===== config.mk =====
export PLATFORM = sky130hd
export DESIGN_NAME = keyed_cfg_guard
export DESIGN_NICKNAME = d
export VERILOG_FILES = /design/src/rtl/keyed_cfg_pkg.sv /design/src/rtl/keyed_cfg_ctrl.sv /design/src/rtl/keyed_cfg_datapath.sv /design/src/rtl/keyed_cfg_guard.sv
export SDC_FILE = /design/constraint.sdc
export NUM_CORES = 1
export LEC_CHECK = 0
export ABC_CLOCK_PERIOD_IN_PS = 3600
export BUFFER_PORTS_ARGS = -buffer_cell sky130_fd_sc_hd__buf_4
export CORE_UTILIZATION = 40
export CTS_CLUSTER_DIAMETER = 80
export DETAILED_ROUTE_END_ITERATION = 6
export RECOVER_POWER = 50
export REMOVE_ABC_BUFFERS = 1
export SLEW_MARGIN = 20
export SYNTH_ARGS = -nofsm -noshare
export SYNTH_HDL_FRONTEND = slang
export SYNTH_SLANG_ARGS = --single-unit

===== constraint.sdc =====
create_clock -name clk -period 3.6 [get_ports clk]
set_clock_uncertainty 0.2 [all_clocks]
set_input_delay 0.18 -clock clk [delete_from_list [all_inputs] [get_ports clk]]
set_output_delay 0.18 -clock clk [all_outputs]
set_load 0.05 [all_outputs]

===== src/rtl/keyed_cfg_pkg.sv =====
package keyed_cfg_pkg;

  typedef enum logic [1:0] {
    SEQ_IDLE    = 2'd0,
    SEQ_ARMED   = 2'd1,
    SEQ_PENDING = 2'd2
  } seqState_t;

  typedef struct packed {
    logic loadShadow;
    logic commit;
    logic discard;
    logic setViol;
  } guardStrobe_t;

endpackage


===== src/rtl/keyed_cfg_ctrl.sv =====
module keyed_cfg_ctrl
  import keyed_cfg_pkg::*;
#(
  parameter int ADDR_W = 4,
  parameter int DATA_W = 16,
  parameter logic [ADDR_W-1:0] UNLOCK_ADDR  = 1,
  parameter logic [ADDR_W-1:0] CFG_ADDR     = 2,
  parameter logic [ADDR_W-1:0] CONFIRM_ADDR = 3,
  parameter logic [DATA_W-1:0] UNLOCK_KEY   = 7,
  parameter logic [DATA_W-1:0] CONFIRM_KEY  = 19
) (
  input  logic              clk,
  input  logic              rstN,
  input  logic              wrEn,
  input  logic [ADDR_W-1:0] wrAddr,
  input  logic [DATA_W-1:0] wrData,
  output guardStrobe_t      strobe
);

  seqState_t state, stateNxt;
  logic hitUnlock, hitCfg, hitConfirm;
  logic unlockOk, confirmOk;

  assign hitUnlock  = (wrAddr == UNLOCK_ADDR);
  assign hitCfg     = (wrAddr == CFG_ADDR);
  assign hitConfirm = (wrAddr == CONFIRM_ADDR);
  assign unlockOk   = hitUnlock && (wrData == UNLOCK_KEY);
  assign confirmOk  = hitConfirm && (wrData == CONFIRM_KEY);

  always_comb begin
    stateNxt = state;
    strobe   = '0;
    if (wrEn) begin
      unique case (state)
        SEQ_IDLE: begin
          if (unlockOk)       stateNxt = SEQ_ARMED;
          else if (hitUnlock) strobe.setViol = 1'b1;
        end
        SEQ_ARMED: begin
          if (hitCfg) begin
            strobe.loadShadow = 1'b1;
            stateNxt          = SEQ_PENDING;
          end else begin
            strobe.setViol = 1'b1;
            stateNxt       = SEQ_IDLE;
          end
        end
        SEQ_PENDING: begin
          stateNxt = SEQ_IDLE;
          if (confirmOk) begin
            strobe.commit = 1'b1;
          end else begin
            strobe.discard = 1'b1;
            strobe.setViol = 1'b1;
          end
        end
        default: stateNxt = SEQ_IDLE;
      endcase
    end
  end

  always_ff @(posedge clk or negedge rstN) begin
    if (!rstN) state <= SEQ_IDLE;
    else       state <= stateNxt;
  end

endmodule


===== src/rtl/keyed_cfg_datapath.sv =====
module keyed_cfg_datapath
  import keyed_cfg_pkg::*;
#(
  parameter int DATA_W = 16
) (
  input  logic              clk,
  input  logic              rstN,
  input  logic [DATA_W-1:0] wrData,
  input  guardStrobe_t      strobe,
  output logic [DATA_W-1:0] cfgValue,
  output logic              violation
);

  logic [DATA_W-1:0] shadowReg;

  always_ff @(posedge clk or negedge rstN) begin
    if (!rstN) begin
      shadowReg <= '0;
    end else if (strobe.loadShadow) begin
      shadowReg <= wrData;
    end else if (strobe.commit || strobe.discard) begin
      shadowReg <= '0;
    end
  end

  always_ff @(posedge clk or negedge rstN) begin
    if (!rstN)              cfgValue <= '0;
    else if (strobe.commit) cfgValue <= shadowReg;
  end

  always_ff @(posedge clk or negedge rstN) begin
    if (!rstN)               violation <= 1'b0;
    else if (strobe.setViol) violation <= 1'b1;
  end

endmodule


===== src/rtl/keyed_cfg_guard.sv =====
module keyed_cfg_guard
  import keyed_cfg_pkg::*;
#(
  parameter int ADDR_W = 4,
  parameter int DATA_W = 16,
  parameter logic [ADDR_W-1:0] UNLOCK_ADDR  = 1,
  parameter logic [ADDR_W-1:0] CFG_ADDR     = 2,
  parameter logic [ADDR_W-1:0] CONFIRM_ADDR = 3,
  parameter logic [DATA_W-1:0] UNLOCK_KEY   = 7,
  parameter logic [DATA_W-1:0] CONFIRM_KEY  = 19
) (
  input  logic              clk,
  input  logic              rstN,
  input  logic              wrEn,
  input  logic [ADDR_W-1:0] wrAddr,
  input  logic [DATA_W-1:0] wrData,
  output logic [DATA_W-1:0] cfgValue,
  output logic              violation
);

  guardStrobe_t strobe;

  keyed_cfg_ctrl #(
    .ADDR_W(ADDR_W), .DATA_W(DATA_W),
    .UNLOCK_ADDR(UNLOCK_ADDR), .CFG_ADDR(CFG_ADDR), .CONFIRM_ADDR(CONFIRM_ADDR),
    .UNLOCK_KEY(UNLOCK_KEY), .CONFIRM_KEY(CONFIRM_KEY)
  ) ctrl_i (
    .clk(clk), .rstN(rstN), .wrEn(wrEn), .wrAddr(wrAddr), .wrData(wrData),
    .strobe(strobe)
  );

  keyed_cfg_datapath #(.DATA_W(DATA_W)) dp_i (
    .clk(clk), .rstN(rstN), .wrData(wrData), .strobe(strobe),
    .cfgValue(cfgValue), .violation(violation)
  );

endmodule


==> results.md <==
GRT:
- For this run, the total global-route usage over all layers was measured as 0.183.
- The via count of the first global-routing pass is 1152.
- The largest net degree at the start of global routing is 36.
- The global route total overflow is 0.
- The first global-routing pass estimated 5.47 mm of wire.
- The number of antenna violations at the first check in global routing was 0.

Clock network:
- After clock tree synthesis, the clock-pin slew on the worst setup and hold paths is 70 ps.
- CTS saw 35 sinks.
- The number of buffers created by CTS is 5.
- The TritonCTS clock tree is yes.
- The number of post-CTS setup repair buffers is 0.
- The cts-stage hold buffer count is 18.
- Once the clock tree was built, the resizer swapped 0 gates to a different size.
- The insertion delay to the later sink of the worst-skew pair is 280 ps.
- The cell at the root of the clock tree is sky130_fd_sc_hd__clkbuf_8.
- The clock passes through at most 2 buffers.
- The level count of the clock H-tree is 2.

STA:
- The max-slew headroom at the worst pin is -0.190.
- The final critical delay including setup and external delays is 2790 ps.
- Setup repair after global routing left no endpoint under its margin.
- The final number of max-transition violations is 36.
- The maximum achievable frequency is 0.358 GHz.
- Setup violations remaining at the end of the flow were counted as 0.
- For the pin with the worst max-slew slack, the measured transition is 1790 ps.
- For the final routed database, the setup TNS stands at 0 ps.
- Dividing the final minimum period by the clock period gives 0.776.
- The final count of hold timing violations came to 0.
- In the post-route analysis, the smallest setup slack over all paths is 807 ps.

Setup path:
- The worst register-to-register path has a setup slack of 1320 ps.
- The last element of the critical path is dp_i.cfgValue[15]$_DFFE_PN0P_.
- The type of origin of the critical path is a primary input.
- The largest fanout of any net on the critical path is 9.
- The required time of the critical path is 3570 ps.
- In this run the worst setup path begins at wrData[9].
- Measured in cells, the most critical reg-to-reg path has a length of 5.
- The endpoint class of the critical path is a register.
- The worst register-to-register path ends at dp_i.cfgValue[15]$_DFFE_PN0P_.
- The startpoint of the most critical register-to-register path is ctrl_i.state[1]$_DFFE_PN0P_.
- The worst setup path is of the primary input to register kind.
- The arrival time of data at the critical path endpoint is 2770 ps.

Floorplan:
- After floorplanning, the core was sized to cover 0.00344 mm².
- The floorplan step set the die height to 63.0 µm.
- The die covers 0.00397 mm².
- After floorplanning, the core was divided into 21 placement rows.
- Measured along the x axis, the die boundary spans 63.0 µm.
- The count of pins on the block boundary is 40.
- For this configuration, the core starts out at a cell density of 0.432.

Synthesis:
- A synthesized cell averages 14.9 µm².
- The share of synthesized area in the top cell type comes to 0.589.
- The post-synthesis cell type with the largest combined area is sky130_fd_sc_hd__dfrtp_1.
- The register bit count reported by yosys is 35.
- The number of different library cells used by synthesis comes to 30.
- The most frequent cell after synthesis is sky130_fd_sc_hd__dfrtp_1.
- For this run, the register share of the synthesized area comes to 0.589.
- By area the synthesized netlist is led by sky130_fd_sc_hd__dfrtp_1 59%, sky130_fd_sc_hd__mux2_4 10%, sky130_fd_sc_hd__a22o_1 9.4%.
- For this run, asynchronously set or reset flops after synthesis account for 1.00.
- After technology mapping, the gate count stands at 100.
- For this run, the number of Yosys warnings is 0.
- The commonest cells after synthesis are 35 x sky130_fd_sc_hd__dfrtp_1, 16 x sky130_fd_sc_hd__a22o_1, 10 x sky130_fd_sc_hd__mux2_4.
- The number of synthesized flops with an enable pin is 0.
- In the synthesized netlist the dominant register cell turns out to be sky130_fd_sc_hd__dfrtp_1.
- After synthesis the cells add up to 0.00149 mm².

Run status:
- The run finished, with violations left.
- The checks that failed: capacitance limit, slew limit.

Place:
- After detailed placement, the total cell area comes to 0.00182 mm².
- The routability congestion estimate is 0.779.
- The half-perimeter wire length after placement is 2.07 mm.
- Input and output buffers added on the ports amount to 39.
- The pre-CTS setup slack is 1050 ps.

Drt:
- For this run, design rule violations remaining after detail routing come to 0.
- The routed wire length is 3.17 mm.
- After detailed routing, the average wire length per cell comes to 15.1 µm.
- The detailed-route vias per instance is 5.07.
- Before antenna repair, the detailed router went through 2 iterations.
- The total number of vias is 1060.
- The violation count after the first detailed-route iteration is 33.
- The detail route stage leaves a number of antenna-violating nets equal to 0.

Layout:
- Of the cells placed in the final design, the portion with a size suffix greater than 1 is 0.368.
- The area added between synthesis and finish is 38.2%.
- After routing the design area is 0.00206 mm².
- The core occupancy in the finished layout is 0.597.
- The net count of the finished layout is 185.
- The number of fillers in the final layout is 313.
- The number of antenna repair diodes is 0.

Pwr:
- The peak ir drop on the vdd network is 0.000245 V.
- For this design the static power due to leakage is 0.990 nW.
- The power density over the cells is 352 mW/mm².

Min path:
- The worst hold path belongs to the class primary input to register.
- The number of instances on the worst hold path is 4.

Run:
- The tool flagged a number of max-cap violations equal to 1.
==> logic make-up after synthesis <==
| logic type | after synthesis | synth area share |
|---|---|---|
| multiplexers | 16 | 0.146 |
| AO/OA/AOI/OAI | 23 | 0.126 |
| AND/OR/NAND/NOR | 19 | 0.112 |
| flip-flops | 35 | 0.589 |
| buffers and inverters | 7 | 0.0269 |
==> metal layers <==
metal	up-vias	GRT usage	wire, µm
li1	497	-	-
met1	534	0.217	1400
met2	24	0.312	1600
met3	5	0.0401	118
met4	0	0.0872	53
met5	-	0	0
==> worst max-delay path, cell delays in order <==
cell and delay [ps]:
sky130_fd_sc_hd__dlygate4sd3_1 540, sky130_fd_sc_hd__buf_4 140, sky130_fd_sc_hd__nor4_2 390, sky130_fd_sc_hd__nand4_2 190, sky130_fd_sc_hd__nor4b_4 670, sky130_fd_sc_hd__buf_4 320, sky130_fd_sc_hd__mux2_2 340
==> state kept, by name, indices dropped and copies added, names as in the netlist <==
register / flops
dp_i.cfgValue: 16
dp_i.shadowReg: 16
dp_i.violation: 1
ctrl_i.state: 2
==> placed cells by master, fill, tap and decap left out, drive strengths merged <==
master,synthesis,routed
nor4,2,2
inv,3,3
nor4b,2,2
dfrtp,35,35
o31ai,1,1
o21bai,1,1
clkbuf,1,15
a22o,16,16
or4b,1,1
o22ai,1,1
o211ai,1,1
nand3b,1,1
and4bb,1,1
and2,2,2
clkinvlp,0,1
clkinv,0,1
nand2,2,2
dlygate4sd3,0,18
nor2b,1,1
a32oi,1,1
mux2,16,16
and4,1,1
nor2,3,3
nor3,1,1
buf,3,32
nand4,2,2
o21ai,2,2
==> cell type report <==
type / instances / area [µm²] / share of cell area
Clock inverter: 2 / 12.5 / 0.00609
Sequential cell: 35 / 876 / 0.426
Multi-Input combinational cell: 58 / 572 / 0.278
Clock buffer: 6 / 72.6 / 0.0353
Tap cell: 46 / 57.6 / 0.0280
Timing Repair Buffer: 59 / 454 / 0.221
Inverter: 3 / 11.3 / 0.00548
==> worst min-delay path by stage <==
stage | end | slack, ps | startpoint
floorplan | ctrl_i.state[0]$_DFFE_PN0P_ | -320 | rstN
global placement | dp_i.cfgValue[8]$_DFFE_PN0P_ | -50 | rstN
detailed placement | dp_i.cfgValue[9]$_DFFE_PN0P_ | -50 | rstN
CTS | ctrl_i.state[0]$_DFFE_PN0P_ | 150 | wrAddr[0]
global route | ctrl_i.state[0]$_DFFE_PN0P_ | 180 | wrAddr[0]
finish | ctrl_i.state[0]$_DFFE_PN0P_ | 160 | wrAddr[0]
==> report_power, final <==
part	total [W]	internal (W)	switching [W]
clock	0.000269	0.000135	0.000134
combinational	0.0000565	0.0000330	0.0000235
sequential	0.000398	0.000396	0.00000160
==> stage by stage <==
stage,std cells,hold slack [ps],power [W]
floorplan,96,-316,0.000413
global placement,183,-50.4,0.000446
detailed placement,183,-45.2,0.000447
CTS,209,150,0.000735
global route,209,177,0.000755
finish,209,162,0.000723
Power figures use the tool's default switching activity.
